File: src/rtl/dlc_pkg.sv
package dlc_pkg;

  typedef enum logic [1:0] {
    ST_FREE  = 2'd0,
    ST_TRACK = 2'd1,
    ST_HOLD  = 2'd2
  } dlc_state_e;

  localparam logic MODE_TRACK = 1'b0;
  localparam logic MODE_FREE  = 1'b1;

  function automatic logic mode_of(dlc_state_e s);
    return (s == ST_TRACK) ? MODE_TRACK : MODE_FREE;
  endfunction

endpackage

File: src/rtl/dlc_window_check.sv
module dlc_window_check #(
  parameter int unsigned PE_W      = 16,
  parameter int unsigned WIN_LIMIT = 1000
) (
  input  logic            valid_i,
  input  logic [PE_W-1:0] mag_i,
  output logic            bad_o
);

  localparam logic [PE_W-1:0] WIN_V = PE_W'(WIN_LIMIT);

  generate
    if (WIN_LIMIT >= (2 ** PE_W) - 1) begin : g_always_inside
      // every representable magnitude falls inside the window
      assign bad_o = 1'b0;
    end else begin : g_compare
      assign bad_o = valid_i && (mag_i > WIN_V);
    end
  endgenerate

endmodule

File: src/rtl/dlc_span_timer.sv
module dlc_span_timer #(
  parameter int unsigned LIMIT = 2
) (
  input  logic clk_i,
  input  logic rst_ni,
  input  logic run_i,
  input  logic clear_i,
  output logic done_o
);

  localparam int unsigned CW = (LIMIT > 1) ? $clog2(LIMIT) : 1;
  localparam logic [CW-1:0] LAST = CW'(LIMIT - 1);

  logic [CW-1:0] cnt_q;

  // counts cycles of uninterrupted run; saturates on the final count
  always_ff @(posedge clk_i or negedge rst_ni) begin
    if (!rst_ni) begin
      cnt_q <= '0;
    end else if (!run_i || clear_i) begin
      cnt_q <= '0;
    end else if (cnt_q != LAST) begin
      cnt_q <= cnt_q + 1'b1;
    end
  end

  assign done_o = run_i && !clear_i && (cnt_q == LAST);

endmodule

File: src/rtl/dlc_mode_fsm.sv
module dlc_mode_fsm
  import dlc_pkg::*;
(
  input  logic       clk_i,
  input  logic       rst_ni,
  input  logic       ref_fail_i,
  input  logic       sel_free_i,
  input  logic       bad_i,
  input  logic       qual_done_i,
  input  logic       hold_done_i,
  output dlc_state_e state_o,
  output logic       lock_o
);

  dlc_state_e state_q, state_d;
  logic       lock_q, lock_d;

  always_comb begin
    state_d = state_q;
    lock_d  = lock_q;
    unique case (state_q)
      ST_FREE: begin
        lock_d = 1'b0;
        if (!ref_fail_i && !sel_free_i) state_d = ST_TRACK;
      end
      ST_TRACK: begin
        if (sel_free_i) begin
          // deliberate choice: no hold interval
          state_d = ST_FREE;
          lock_d  = 1'b0;
        end else if (ref_fail_i) begin
          // failure-induced: lock level carried into the hold span
          state_d = ST_HOLD;
        end else if (bad_i) begin
          lock_d = 1'b0;
        end else if (qual_done_i) begin
          lock_d = 1'b1;
        end
      end
      ST_HOLD: begin
        if (sel_free_i) begin
          state_d = ST_FREE;
          lock_d  = 1'b0;
        end else if (!ref_fail_i) begin
          state_d = ST_TRACK;
        end else if (hold_done_i) begin
          state_d = ST_FREE;
          lock_d  = 1'b0;
        end
      end
      default: begin
        state_d = ST_FREE;
        lock_d  = 1'b0;
      end
    endcase
  end

  always_ff @(posedge clk_i or negedge rst_ni) begin
    if (!rst_ni) begin
      state_q <= ST_FREE;
      lock_q  <= 1'b0;
    end else begin
      state_q <= state_d;
      lock_q  <= lock_d;
    end
  end

  assign state_o = state_q;
  assign lock_o  = lock_q;

endmodule

File: src/rtl/dpll_mode_lock_ctrl.sv
module dpll_mode_lock_ctrl
  import dlc_pkg::*;
#(
  parameter int unsigned PE_W        = 16,
  parameter int unsigned WIN_LIMIT   = 1000,
  parameter int unsigned HOLD_CYCLES = 2_500_000,
  parameter int unsigned QUAL_CYCLES = 25_000_000
) (
  input  logic            clk_i,
  input  logic            rst_ni,
  input  logic            ref_fail_i,
  input  logic            sel_free_i,
  input  logic            pe_valid_i,
  output logic            pe_ready_o,
  input  logic [PE_W-1:0] pe_mag_i,
  output logic            mode_o,
  output logic            lock_o
);

  dlc_state_e state;
  logic       bad, qual_done, hold_done;

  // the sample stream is consumed every cycle, never stalled
  assign pe_ready_o = 1'b1;

  dlc_window_check #(
    .PE_W      (PE_W),
    .WIN_LIMIT (WIN_LIMIT)
  ) u_win (
    .valid_i (pe_valid_i),
    .mag_i   (pe_mag_i),
    .bad_o   (bad)
  );

  dlc_span_timer #(
    .LIMIT (QUAL_CYCLES)
  ) u_qual (
    .clk_i   (clk_i),
    .rst_ni  (rst_ni),
    .run_i   (state == ST_TRACK),
    .clear_i (bad),
    .done_o  (qual_done)
  );

  dlc_span_timer #(
    .LIMIT (HOLD_CYCLES)
  ) u_hold (
    .clk_i   (clk_i),
    .rst_ni  (rst_ni),
    .run_i   (state == ST_HOLD),
    .clear_i (1'b0),
    .done_o  (hold_done)
  );

  dlc_mode_fsm u_fsm (
    .clk_i       (clk_i),
    .rst_ni      (rst_ni),
    .ref_fail_i  (ref_fail_i),
    .sel_free_i  (sel_free_i),
    .bad_i       (bad),
    .qual_done_i (qual_done),
    .hold_done_i (hold_done),
    .state_o     (state),
    .lock_o      (lock_o)
  );

  assign mode_o = mode_of(state);

endmodule

File: config.mk
export PLATFORM = sky130hd
export DESIGN_NAME = dpll_mode_lock_ctrl
export DESIGN_NICKNAME = d
export VERILOG_FILES = /design/src/rtl/dlc_pkg.sv /design/src/rtl/dlc_window_check.sv /design/src/rtl/dlc_span_timer.sv /design/src/rtl/dlc_mode_fsm.sv /design/src/rtl/dpll_mode_lock_ctrl.sv
export SDC_FILE = /design/constraint.sdc
export NUM_CORES = 1
export LEC_CHECK = 0
export ABC_AREA = 1
export BUFFER_PORTS_ARGS = -buffer_cell sky130_fd_sc_hd__clkbuf_2
export CORE_ASPECT_RATIO = 0.9
export CORE_MARGIN = 5
export CORE_UTILIZATION = 61
export CTS_CLUSTER_SIZE = 20
export DETAILED_ROUTE_END_ITERATION = 8
export GPL_TIMING_DRIVEN = 0
export HOLD_SLACK_MARGIN = 0.03
export MAX_ROUTING_LAYER = met4
export PLACE_DENSITY = 0.89
export SLEW_MARGIN = 0
export SYNTH_ARGS = -nofsm -noshare
export SYNTH_HDL_FRONTEND = slang
export SYNTH_HIERARCHICAL = 1
export SYNTH_SLANG_ARGS = --single-unit
export TNS_END_PERCENT = 50
File: constraint.sdc
create_clock -name clk_i -period 1.95 [get_ports clk_i]
set_input_delay 0.585 -clock clk_i [delete_from_list [all_inputs] [get_ports clk_i]]
set_output_delay 0.585 -clock clk_i [all_outputs]
set_load 0.02 [all_outputs]
==> results_tabular.tex, run 1 <==
\begin{tabular}{lr}
\hline
Metric & Value \\
\hline
\multicolumn{2}{l}{\textbf{Outcome}} \\
\quad Outcome & completed \\
\multicolumn{2}{l}{\textbf{CTS}} \\
\quad H-tree levels & 2 \\
\quad Buffers from clock root to sink, at most & 2 \\
\quad Number of hold buffers added after CTS & 0 \\
\quad CTS tree & built \\
\quad Clock sinks & 50 \\
\quad Clock root buffer & clkbuf\_8 \\
\quad CTS buffer count & 5 \\
\quad Clock transition at the register clock pins on the worst setup and hold paths after CTS & 0.10 ns \\
\quad Clock latency on the worst-skew pair & 0.31 ns \\
\multicolumn{2}{l}{\textbf{Cells and area}} \\
\quad Number of diodes added for antenna fixing & 0 \\
\quad Nets & 585 \\
\quad Most common library cell in the layout ignoring fill and taps & nand2\_1 \\
\quad Top library cells by usage in the layout, fill and taps aside & 152 x nand2\_1, 104 x nor2\_1, 65 x inv\_1 \\
\quad Fin cells & roughly 630 \\
\quad Post-route cell area & about 0.0038 mm\^{}2 \\
\quad Post-synthesis to final-layout area growth & 11.1\% \\
\quad Post-route core utilization & 0.686 \\
\quad Share of post-route cells with drive strength above 1 & 0.172 \\
\multicolumn{2}{l}{\textbf{Critical path}} \\
\quad CP arrival & 2.12 ns \\
\quad Cell type group with the largest total delay on the critical path & simple AND/OR/NAND/NOR gates \\
\quad Most common cell on crit path & nand3\_1 \\
\quad Worst setup EP type & flip-flop \\
\quad Master of the slowest instance on the critical path & dfrtp\_1 \\
\quad Biggest cell delay along the critical path & 0.39 ns \\
\quad Chain of cells forming the critical path & ha\_2 -> nand3\_1 -> nor2\_4 -> nand3\_1 -> nor3\_4 -> inv\_1 -> nand3\_1 -> nor2\_1 -> nor2\_1 -> nand3\_2 -> nand2\_1 \\
\quad Reg2Reg Setup Slack & around 0.072 ns \\
\quad Number of buffer and inverter instances along the worst setup path & 1 \\
\quad Biggest fanout along the worst timing path & 5 \\
\quad Classification of the worst setup path & flip-flop to flip-flop \\
\quad Type of element launching the critical path & flip-flop \\
\quad Data required time at the worst endpoint & between 2 and 2.5 ns \\
\multicolumn{2}{l}{\textbf{Synthesis}} \\
\quad Synth area leader & dfrtp\_1 \\
\quad Main area contributors after synthesis & dfrtp\_1 36\%, nand2\_1 17\%, nor2\_1 11\% \\
\quad Count of synthesis-stage warnings from yosys & 6 \\
\quad Synth top area share & 0.364 \\
\quad Average cell area after synthesis & between 6 and 7 um\^{}2 \\
\quad Synth Register Bits & 50 \\
\quad Number of instances in the synthesized netlist & 530 \\
\quad Synth cell types & 26 \\
\quad Portion of the post-synthesis area used by sequential elements & 0.364 \\
\quad Synthesized Nets & about 550 \\
\quad Area of the mapped netlist & roughly 0.0034 mm\^{}2 \\
\multicolumn{2}{l}{\textbf{Placement}} \\
\quad Number of buffer cells added on primary ports & 22 \\
\quad Dpl ws & -0.360 ns \\
\quad Final RePlAce weighted congestion & approximately 0.94 \\
\quad Total placed instance area & 0.00363 mm\^{}2 \\
\quad Post-detail-place hpwl & roughly 6000 um \\
\quad Number of placed instances with taps included & just over 600 \\
\multicolumn{2}{l}{\textbf{GRT}} \\
\quad Global route total overflow & 0 \\
\quad Antenna violations before repair & 0 \\
\quad Number of global-route vias before repair & 3255 \\
\quad Largest net degree at the start of global routing & slightly above 50 \\
\quad First-pass GRT wire length & 13800 um \\
\quad GRT Overall Usage & 0.246 \\
\multicolumn{2}{l}{\textbf{Power and ir drop}} \\
\quad Cell Int Power & 1.44 mW \\
\quad Portion of total power attributed to combinational logic & 0.059 \\
\quad Proportion of power drawn by flip-flops and latches & 0.563 \\
\quad VDD IR-drop max & 367 uV \\
\quad Clock power share & 0.378 \\
\quad Switching share of power & 0.226 \\
\quad Leakage power of the design & between 1.5 and 2 nW \\
\quad Switch Pwr & 419 uW \\
\quad Power per standard cell area & 486 mW/mm\^{}2 \\
\multicolumn{2}{l}{\textbf{STA}} \\
\quad Actual transition at the worst max-transition pin & slightly below 0.7 ns \\
\quad Time the worst path needs with I/O delays and setup & 1.88 ns \\
\quad Worst-case setup margin in the final layout & a little over 0.07 ns \\
\quad Top achievable clock speed & about 530 MHz \\
\quad Number of endpoints failing setup at the final stage & 0 \\
\quad Headroom to the max-slew limit & 0.545 \\
\quad Final count of pins violating max slew & 0 \\
\quad Setup clock skew after layout & 0.0101 ns \\
\quad Sum of negative setup slack & 0 ns \\
\quad Hold Violations, Final & 0 \\
\quad Share of the cycle needed by the critical path after routing & 0.963 \\
\multicolumn{2}{l}{\textbf{Floorplanning}} \\
\quad Die area & 0.00724 mm\^{}2 \\
\quad Die X & between 80 and 90 um \\
\quad Area inside the core boundary & $\sim$0.0056 mm\^{}2 \\
\quad Count of pins on the block boundary & 24 \\
\quad Row count & 26 \\
\quad Die boundary height & about 81 um \\
\quad Initial core utilization & 0.618 \\
\multicolumn{2}{l}{\textbf{Route}} \\
\quad Number of design-rule violations left by the first detailed-router iteration & 270 \\
\quad Antenna viol nets, final & 0 \\
\quad DR pass1 iterations & 5 \\
\quad Number of vias in the routed layout & between 3000 and 4000 \\
\quad Total wire length after detailed routing & about 7700 um \\
\quad Post-detailed-route wirelength per cell & 12.1 um \\
\quad Post-route DRC & 0 \\
\quad Via count normalized by instance count & $\sim$5.3 \\
\multicolumn{2}{l}{\textbf{Hold path}} \\
\quad Class of the tightest hold or removal check & primary input to async pin \\
\multicolumn{2}{l}{\textbf{Flow run}} \\
\quad Max-cap violations & 0 \\
\hline
\end{tabular}
synth_stat cells (all sizes together):
| cell | instances |
|---|---|
| clkinv | 1 |
| nand4 | 11 |
| nor3 | 9 |
| conb | 2 |
| nand2 | 166 |
| nand3b | 2 |
| o21bai | 1 |
| inv | 71 |
| or2 | 5 |
| xor2 | 9 |
| o21ai | 11 |
| buf | 4 |
| a21oi | 12 |
| nand3 | 44 |
| dfrtp | 50 |
| ha | 2 |
| nor2 | 130 |
state kept, by name, indices dropped and copies added, names as in the netlist:
name           flops
u_fsm/lock_o       1
u_fsm/state_o      2
u_hold/cnt_q      22
u_qual/cnt_q      25
timing repair:
action                                  in CTS  in global routing
pin swaps                                    0                  1
buffers inserted                             0                  2
endpoints found under the setup margin       1                  8
endpoints found under the hold margin        0                  0
resized for setup                            3                  7
worst register-to-register path, cell delays in order (launching register included):
cell and delay, ns:
dfrtp_1 0.39, ha_2 0.24, nand3_1 0.17, nor2_4 0.20, nand3_1 0.16, nor3_4 0.18, inv_1 0.08, nand3_1 0.09
nor2_1 0.04, nor2_1 0.13, nand3_2 0.08, nand2_1 0.07
layout make-up:
type                    instances  area (um^2)
plain buffers                   4         25.0
clock buffers                   8          110
fillers                       437         1740
inverters                      72          273
multi-input cells             404         1920
flip-flops and latches         50         1250
well taps                      70         87.6
repair buffers                 25          153
per-layer routing:
layer / global-route usage / part of all wire
met1: 0.313 / 0.44
met2: 0.398 / 0.48
met3: 0.0385 / 0.068
met4: 0.0893 / 0.015
met5: - / 0
path summary, 6_finish.rpt:
| check | startpoint | to | depth (start not counted) |
|---|---|---|---|
| min in group clk_i | u_qual/cnt_q[12] | u_qual/cnt_q[12] | 1 |
| max in group asynchronous | rst_ni | u_hold/cnt_q[14] | 2 |
| min | rst_ni | u_qual/cnt_q[3] | 1 |
| max | u_qual/cnt_q[1] | u_fsm/lock_o | 11 |
| min reg2reg | u_qual/cnt_q[12] | u_qual/cnt_q[12] | 1 |
| max reg2reg | u_qual/cnt_q[1] | u_fsm/lock_o | 11 |
per-stage QoR:
| stage | hold WS (ns) | total power [mW] |
|---|---|---|
| after floorplan | 0.289 | 1.11 |
| after global placement | 0.493 | 1.16 |
| after detailed placement | 0.521 | 1.17 |
| after CTS | 0.535 | 1.87 |
| after global routing | 0.346 | 1.94 |
| final | 0.300 | 1.86 |
logic make-up after synthesis:
family / after synthesis / synth area share
adder cells (fa/ha/maj): 2 / 0.00728
AO/OA/AOI/OAI: 24 / 0.0357
buffers and inverters: 76 / 0.0859
other: 2 / 0.00219
XOR/XNOR: 9 / 0.0229
flip-flops: 50 / 0.364
AND/OR/NAND/NOR: 367 / 0.482
power groups by stage:
stage	clock network [mW]	logic [mW]	registers, mW
2_1_floorplan	0	0.0455	1.07
3_3_place_gp	0	0.0961	1.07
3_5_place_dp	0	0.101	1.07
4_1_cts	0.721	0.103	1.04
5_1_grt	0.767	0.125	1.05
6_report	0.701	0.110	1.04
(Power assumes the default switching activity.)
==> inputs of run 2 (changes only) <==
--- a/config.mk
+++ b/config.mk
@@ -6,16 +6,16 @@
 export NUM_CORES = 1
 export LEC_CHECK = 0
 export ABC_AREA = 1
-export BUFFER_PORTS_ARGS = -buffer_cell sky130_fd_sc_hd__clkbuf_2
+export BUFFER_PORTS_ARGS = -buffer_cell sky130_fd_sc_hd__buf_2
 export CORE_ASPECT_RATIO = 0.9
 export CORE_MARGIN = 5
-export CORE_UTILIZATION = 61
+export CORE_UTILIZATION = 45
 export CTS_CLUSTER_SIZE = 20
 export DETAILED_ROUTE_END_ITERATION = 8
 export GPL_TIMING_DRIVEN = 0
 export HOLD_SLACK_MARGIN = 0.03
 export MAX_ROUTING_LAYER = met4
-export PLACE_DENSITY = 0.89
+export PLACE_DENSITY = 0.71
 export SLEW_MARGIN = 0
 export SYNTH_ARGS = -nofsm -noshare
 export SYNTH_HDL_FRONTEND = slang
==> results_tabular.tex, run 2 (synthesis gave the netlist of run 1 again) <==
\begin{tabular}{lr}
\hline
Metric & Value \\
\hline
\multicolumn{2}{l}{\textbf{Placement}} \\
\quad Total placed instance area & 0.00367 mm\^{}2 (+0.90\%) \\
\quad Number of buffer cells added on primary ports & 22 (unchanged) \\
\quad Post-detail-place hpwl & 6000 um (+1.4\%) \\
\quad Dpl ws & -0.348 ns (+0.0119 ns) \\
\quad Final RePlAce weighted congestion & 0.938 (-0.61\%) \\
\quad Number of placed instances with taps included & 648 (+4.2\%) \\
\multicolumn{2}{l}{\textbf{Cells and area}} \\
\quad Most common library cell in the layout ignoring fill and taps & nand2\_1 \\
\quad Post-route cell area & 0.00383 mm\^{}2 (+0.29\%) \\
\quad Nets & 586 (+0.17\%) \\
\quad Top library cells by usage in the layout, fill and taps aside & 152 x nand2\_1, 104 x nor2\_1, 65 x inv\_1 \\
\quad Combined flip-flop and latch cell area & 0.00125 mm\^{}2 (about the same) \\
\quad Fin cells & 658 (+3.9\%) \\
\quad Number of flip-flops under the largest register name & 25 (unchanged) \\
\quad Reg with most FFs & u\_qual/cnt\_q \\
\quad Fill cell count & 775 (+77\%) \\
\quad Share of post-route cells with drive strength above 1 & 0.171 (-0.00147) \\
\quad Number of diodes added for antenna fixing & 0 (unchanged) \\
\quad Post-synthesis to final-layout area growth & 11.5\% \\
\quad Combined area of the multi-input logic cells & 0.00194 mm\^{}2 (+1.0\%) \\
\quad Post-route core utilization & 0.510 (-0.176) \\
\multicolumn{2}{l}{\textbf{CTS}} \\
\quad CTS buffer count & 5 (unchanged) \\
\quad Buffers from clock root to sink, at most & 2 (unchanged) \\
\quad H-tree levels & 2 (unchanged) \\
\quad Clock sinks & 50 (unchanged) \\
\quad Number of hold buffers added after CTS & 0 (unchanged) \\
\quad Clock root buffer & clkbuf\_8 \\
\quad Clock transition at the register clock pins on the worst setup and hold paths after CTS & 0.09 ns (about the same) \\
\quad Clock latency on the worst-skew pair & 0.30 ns (about the same) \\
\quad CTS tree & built \\
\multicolumn{2}{l}{\textbf{Power and ir drop}} \\
\quad VDD IR-drop max & 309 uV (-16\%) \\
\quad Leakage power of the design & 1.73 nW (-0.67\%) \\
\quad Post-route total power & 1.74 mW (-6.1\%) \\
\quad Power per standard cell area & 455 mW/mm\^{}2 (-6.4\%) \\
\multicolumn{2}{l}{\textbf{STA}} \\
\quad Actual transition at the worst max-transition pin & 1.10 ns (+0.421 ns) \\
\quad Sum of negative setup slack & 0 ns (unchanged) \\
\quad Hold Violations, Final & 0 (unchanged) \\
\quad Final count of pins violating max slew & 0 (unchanged) \\
\quad Headroom to the max-slew limit & 0.264 (-0.280) \\
\quad Time the worst path needs with I/O delays and setup & 1.79 ns (-0.0869 ns) \\
\quad Post-route worst hold slack & 0.488 ns (+0.189 ns) \\
\quad Top achievable clock speed & 558 MHz (+4.9\%) \\
\quad Setup clock skew after layout & 0.0105 ns (+0.000437 ns) \\
\quad Number of endpoints failing setup at the final stage & 0 (unchanged) \\
\quad Worst-case setup margin in the final layout & 0.159 ns (+0.0869 ns) \\
\quad Share of the cycle needed by the critical path after routing & 0.918 (-0.0446) \\
\multicolumn{2}{l}{\textbf{Route}} \\
\quad Number of design-rule violations left by the first detailed-router iteration & 254 (-5.9\%) \\
\quad Antenna viol nets, final & 0 (unchanged) \\
\quad Number of vias in the routed layout & 3258 (-2.5\%) \\
\quad Via count normalized by instance count & 4.95 (-6.2\%) \\
\quad DR pass1 iterations & 4 (-1) \\
\quad Post-detailed-route wirelength per cell & 11.8 um (-3.1\%) \\
\quad Post-route DRC & 0 (unchanged) \\
\quad Total wire length after detailed routing & 7730 um (+0.76\%) \\
\multicolumn{2}{l}{\textbf{Critical path}} \\
\quad Reg2Reg Setup Slack & 0.16 ns (+0.09 ns) \\
\quad Most common cell on crit path & nor2\_1 \\
\quad Cell type group with the largest total delay on the critical path & simple AND/OR/NAND/NOR gates \\
\quad CP arrival & 2.02 ns (-0.10 ns) \\
\quad Master of the slowest instance on the critical path & dfrtp\_1 \\
\quad Type of element launching the critical path & flip-flop \\
\quad Classification of the worst setup path & flip-flop to flip-flop \\
\quad Data required time at the worst endpoint & 2.18 ns (-0.02 ns) \\
\quad Worst setup EP type & flip-flop \\
\quad Biggest fanout along the worst timing path & 6 (+1) \\
\quad Chain of cells forming the critical path & ha\_2 -> nand3\_1 -> nor2\_1 -> nand4\_1 -> nor2\_1 -> nor2\_1 -> nand2\_1 -> inv\_1 -> nor2\_1 -> nand3\_2 -> nand2\_1 \\
\quad Number of buffer and inverter instances along the worst setup path & 1 (unchanged) \\
\quad Biggest cell delay along the critical path & 0.46 ns (+0.07 ns) \\
\multicolumn{2}{l}{\textbf{GRT}} \\
\quad Antenna violations before repair & 0 (unchanged) \\
\quad Global route total overflow & 0 (unchanged) \\
\quad GRT Overall Usage & 0.177 (-0.0691) \\
\quad Number of global-route vias before repair & 3051 (-6.3\%) \\
\quad First-pass GRT wire length & 13400 um (-2.5\%) \\
\quad Largest net degree at the start of global routing & 51 (unchanged) \\
\multicolumn{2}{l}{\textbf{Floorplanning}} \\
\quad Row count & 30 (+15\%) \\
\quad Area inside the core boundary & 0.00751 mm\^{}2 (+35\%) \\
\quad Die X & 102 um (+15\%) \\
\quad Count of pins on the block boundary & 24 (unchanged) \\
\quad Die area & 0.00949 mm\^{}2 (+31\%) \\
\quad Die boundary height & 92.9 um (+14\%) \\
\quad Initial core utilization & 0.458 (-0.160) \\
\multicolumn{2}{l}{\textbf{Flow run}} \\
\quad Max-cap violations & 0 (unchanged) \\
\multicolumn{2}{l}{\textbf{Outcome}} \\
\quad Outcome & completed \\
\multicolumn{2}{l}{\textbf{Hold path}} \\
\quad Class of the tightest hold or removal check & primary input to async pin \\
\hline
\end{tabular}
==> run 2: cell count changes in the layout (fill, tap and decap cells not counted), sizes merged <==
cell	before	now
buf	7	30
clkbuf	30	6
==> run 2: cell type report <==
| cell class | count | share of cell area |
|---|---|---|
| inverters | 72 | 0.0712 |
| flip-flops and latches | 50 | 0.327 |
| multi-input cells | 404 | 0.506 |
| clock buffers | 6 | 0.0216 |
| repair buffers | 26 | 0.0366 |
| plain buffers | 4 | 0.00653 |
| well taps | 96 | 0.0314 |
==> run 2: repair_timing <==
item,4_1_cts,5_1_grt
gates resized for setup,3,9
setup buffers,0,4
endpoints found under the setup margin,2,3
pin swaps,0,2
gates cloned,0,0
==> run 2: per-layer routing <==
layer	up-vias	wire length, um	GRT usage
met5	-	0	-
met4	0	57	0.0372
met3	4	321	0.0294
met2	71	3440	0.267
met1	1488	3910	0.252
li1	1695	-	-
==> run 2: power by group <==
part	internal (mW)	switching [mW]	total (mW)
Clock	0.274	0.318	0.592
Sequential	1.04	0.00539	1.05
Combinational	0.0355	0.0698	0.105
Total	1.35	0.393	1.74
==> run 2: final timing paths <==
check	startpoint	endpoint	cells after the start
max	u_hold/cnt_q[0]	u_fsm/lock_o	11
min	rst_ni	u_qual/cnt_q[13]	1
max reg2reg	u_hold/cnt_q[0]	u_fsm/lock_o	11
min reg2reg	u_qual/cnt_q[12]	u_qual/cnt_q[12]	1
max in group asynchronous	rst_ni	u_hold/cnt_q[13]	1
min in group clk_i	u_qual/cnt_q[12]	u_qual/cnt_q[12]	1
==> run 2: worst reg2reg max path, stage by stage, from the launching register on <==
cell     delay (ns)
dfrtp_1        0.46
ha_2           0.28
nand3_1        0.16
nor2_1         0.15
nand4_1        0.12
nor2_1         0.13
nor2_1         0.05
nand2_1        0.09
inv_1          0.05
nor2_1         0.12
nand3_2        0.07
nand2_1        0.07
==> inputs of run 3 (changes only) <==
--- a/config.mk
+++ b/config.mk
@@ -14,7 +14,6 @@
 export DETAILED_ROUTE_END_ITERATION = 8
 export GPL_TIMING_DRIVEN = 0
 export HOLD_SLACK_MARGIN = 0.03
-export MAX_ROUTING_LAYER = met4
 export PLACE_DENSITY = 0.71
 export SLEW_MARGIN = 0
 export SYNTH_ARGS = -nofsm -noshare
==> results_tabular.tex, run 3 (synthesis gave the netlist of run 1 again) <==
\begin{tabular}{lr}
\hline
Metric & Value \\
\hline
\multicolumn{2}{l}{\textbf{Power and ir drop}} \\
\quad Power per standard cell area & 455 mW/mm\^{}2 (about the same) \\
\quad VDD IR-drop max & 309 uV (about the same) \\
\quad Leakage power of the design & 1.73 nW (unchanged) \\
\multicolumn{2}{l}{\textbf{Placement}} \\
\quad Number of placed instances with taps included & 648 (unchanged) \\
\quad Number of buffer cells added on primary ports & 22 (unchanged) \\
\quad Total placed instance area & 0.00367 mm\^{}2 (unchanged) \\
\quad Final RePlAce weighted congestion & 0.922 (-1.7\%) \\
\quad Post-detail-place hpwl & 6000 um (unchanged) \\
\quad Dpl ws & -0.348 ns (unchanged) \\
\multicolumn{2}{l}{\textbf{CTS}} \\
\quad CTS buffer count & 5 (unchanged) \\
\quad Clock transition at the register clock pins on the worst setup and hold paths after CTS & 0.09 ns (about the same) \\
\quad H-tree levels & 2 (unchanged) \\
\quad Clock latency on the worst-skew pair & 0.30 ns (about the same) \\
\quad Clock sinks & 50 (unchanged) \\
\quad Number of hold buffers added after CTS & 0 (unchanged) \\
\quad Buffers from clock root to sink, at most & 2 (unchanged) \\
\quad CTS tree & built \\
\quad Clock root buffer & clkbuf\_8 \\
\multicolumn{2}{l}{\textbf{Floorplanning}} \\
\quad Initial core utilization & 0.458 (unchanged) \\
\quad Die area & 0.00949 mm\^{}2 (unchanged) \\
\quad Area inside the core boundary & 0.00751 mm\^{}2 (unchanged) \\
\quad Die X & 102 um (unchanged) \\
\quad Die boundary height & 92.9 um (unchanged) \\
\quad Count of pins on the block boundary & 24 (unchanged) \\
\quad Row count & 30 (unchanged) \\
\multicolumn{2}{l}{\textbf{STA}} \\
\quad Worst-case setup margin in the final layout & 0.159 ns (+0.00000900 ns) \\
\quad Top achievable clock speed & 558 MHz (about the same) \\
\quad Hold Violations, Final & 0 (unchanged) \\
\quad Post-route worst hold slack & 0.488 ns (+0.0000390 ns) \\
\quad Sum of negative setup slack & 0 ns (unchanged) \\
\quad Setup clock skew after layout & 0.0105 ns (-0.00000270 ns) \\
\quad Share of the cycle needed by the critical path after routing & 0.918 (about the same) \\
\quad Number of endpoints failing setup at the final stage & 0 (unchanged) \\
\quad Actual transition at the worst max-transition pin & 1.10 ns (+0.000163 ns) \\
\quad Headroom to the max-slew limit & 0.264 (about the same) \\
\quad Final count of pins violating max slew & 0 (unchanged) \\
\quad Time the worst path needs with I/O delays and setup & 1.79 ns (-0.00000900 ns) \\
\multicolumn{2}{l}{\textbf{Cells and area}} \\
\quad Number of diodes added for antenna fixing & 0 (unchanged) \\
\quad Fill cell count & 775 (unchanged) \\
\quad Most common library cell in the layout ignoring fill and taps & nand2\_1 \\
\quad Post-synthesis to final-layout area growth & 11.5\% (unchanged) \\
\quad Combined area of the multi-input logic cells & 0.00194 mm\^{}2 (unchanged) \\
\quad Nets & 586 (unchanged) \\
\quad Top library cells by usage in the layout, fill and taps aside & 152 x nand2\_1, 104 x nor2\_1, 65 x inv\_1 \\
\quad Fin cells & 658 (unchanged) \\
\quad Number of flip-flops under the largest register name & 25 (unchanged) \\
\quad Reg with most FFs & u\_qual/cnt\_q \\
\quad Post-route cell area & 0.00383 mm\^{}2 (unchanged) \\
\quad Share of post-route cells with drive strength above 1 & 0.171 (unchanged) \\
\quad Combined flip-flop and latch cell area & 0.00125 mm\^{}2 (unchanged) \\
\multicolumn{2}{l}{\textbf{Critical path}} \\
\quad Data required time at the worst endpoint & 2.18 ns (about the same) \\
\quad CP arrival & 2.02 ns (about the same) \\
\quad Most common cell on crit path & nor2\_1 \\
\quad R2R cell count & 11 (unchanged) \\
\quad Total stage count of the critical path & 11 (unchanged) \\
\quad Type of element launching the critical path & flip-flop \\
\quad Classification of the worst setup path & flip-flop to flip-flop \\
\quad Number of buffer and inverter instances along the worst setup path & 1 (unchanged) \\
\quad Cell type group with the largest total delay on the critical path & simple AND/OR/NAND/NOR gates \\
\quad Chain of cells forming the critical path & ha\_2 -> nand3\_1 -> nor2\_1 -> nand4\_1 -> nor2\_1 -> nor2\_1 -> nand2\_1 -> inv\_1 -> nor2\_1 -> nand3\_2 -> nand2\_1 \\
\quad Master of the slowest instance on the critical path & dfrtp\_1 \\
\quad Biggest cell delay along the critical path & 0.46 ns (about the same) \\
\quad Worst setup EP type & flip-flop \\
\quad Biggest fanout along the worst timing path & 6 (unchanged) \\
\multicolumn{2}{l}{\textbf{Flow run}} \\
\quad Max-cap violations & 0 (unchanged) \\
\multicolumn{2}{l}{\textbf{GRT}} \\
\quad Global route total overflow & 0 (unchanged) \\
\quad GRT Overall Usage & 0.173 (-0.00469) \\
\quad Largest net degree at the start of global routing & 51 (unchanged) \\
\quad Antenna violations before repair & 0 (unchanged) \\
\quad First-pass GRT wire length & 13400 um (about the same) \\
\quad Number of global-route vias before repair & 3052 (+0.033\%) \\
\multicolumn{2}{l}{\textbf{Route}} \\
\quad Antenna viol nets, final & 0 (unchanged) \\
\quad Total wire length after detailed routing & 7730 um (about the same) \\
\quad Post-route DRC & 0 (unchanged) \\
\quad Number of vias in the routed layout & 3258 (unchanged) \\
\quad Via count normalized by instance count & 4.95 (unchanged) \\
\quad Number of design-rule violations left by the first detailed-router iteration & 236 (-7.1\%) \\
\quad Post-detailed-route wirelength per cell & 11.8 um (about the same) \\
\quad Detail Route met2 WL & 3440 um (about the same) \\
\quad DR pass1 iterations & 4 (unchanged) \\
\quad Highest metal used & met4 \\
\quad Total length of routed met3 wires & 321 um (unchanged) \\
\quad Met1 routed wirelength after detailed routing & 3910 um (unchanged) \\
\multicolumn{2}{l}{\textbf{Hold path}} \\
\quad Class of the tightest hold or removal check & primary input to async pin \\
\multicolumn{2}{l}{\textbf{Outcome}} \\
\quad Outcome & completed \\
\hline
\end{tabular}
[run 3: cell counts in the layout (fill, tap and decap cells not counted)]
No cell type changed its count.
[run 3: worst paths after layout]
path	startpoint	end	slack, ns
worst max-delay path	u_hold/cnt_q[0]	u_fsm/lock_o	0.16
worst min-delay path	rst_ni	u_qual/cnt_q[13]	0.49
worst max register to register	u_hold/cnt_q[0]	u_fsm/lock_o	0.16
worst min register to register	u_qual/cnt_q[12]	u_qual/cnt_q[12]	0.51
max in group asynchronous	rst_ni	u_hold/cnt_q[13]	0.77
min in group clk_i	u_qual/cnt_q[12]	u_qual/cnt_q[12]	0.51
[run 3: metrics by stage]
| step | util | total power, mW |
|---|---|---|
| after floorplan | - | 1.11 |
| after global placement | 0.488 | 1.16 |
| after detailed placement | 0.488 | 1.17 |
| after CTS | 0.501 | 1.77 |
| after global routing | 0.510 | 1.83 |
| final | 0.510 | 1.74 |
[run 3: area by class of cell]
type                            count  share of cell area
Clock buffer                        6              0.0216
Tap cell                           96              0.0314
Buffer                              4             0.00653
Multi-Input combinational cell    404               0.506
Timing Repair Buffer               26              0.0366
Inverter                           72              0.0712
Sequential cell                    50               0.327
[run 3: repair_timing]
item | 4_1_cts | 5_1_grt
cloned | 0 | 0
pin swaps | 0 | 2
setup endpoints to repair | 2 | 3
resized for setup | 3 | 9
setup buffers | 0 | 4
[run 3: layer usage]
layer / vias up / global-route usage
met2: 71 / 0.267
met1: 1488 / 0.252
li1: 1695 / -
met5: - / 0
met3: 4 / 0.0294
met4: 0 / 0.0372
[run 3: worst register-to-register path: cells and delay by family (launching register included)]
family                   cells  cell delay, ns
adder cells (fa/ha/maj)      1            0.28
AND/OR/NAND/NOR              9            0.96
flip-flops                   1            0.46
buffers and inverters        1            0.05
[run 3: power by group]
part	switching, mW	internal (mW)
clock	0.318	0.274
combinational	0.0698	0.0355
sequential	0.00539	1.04
total	0.393	1.35
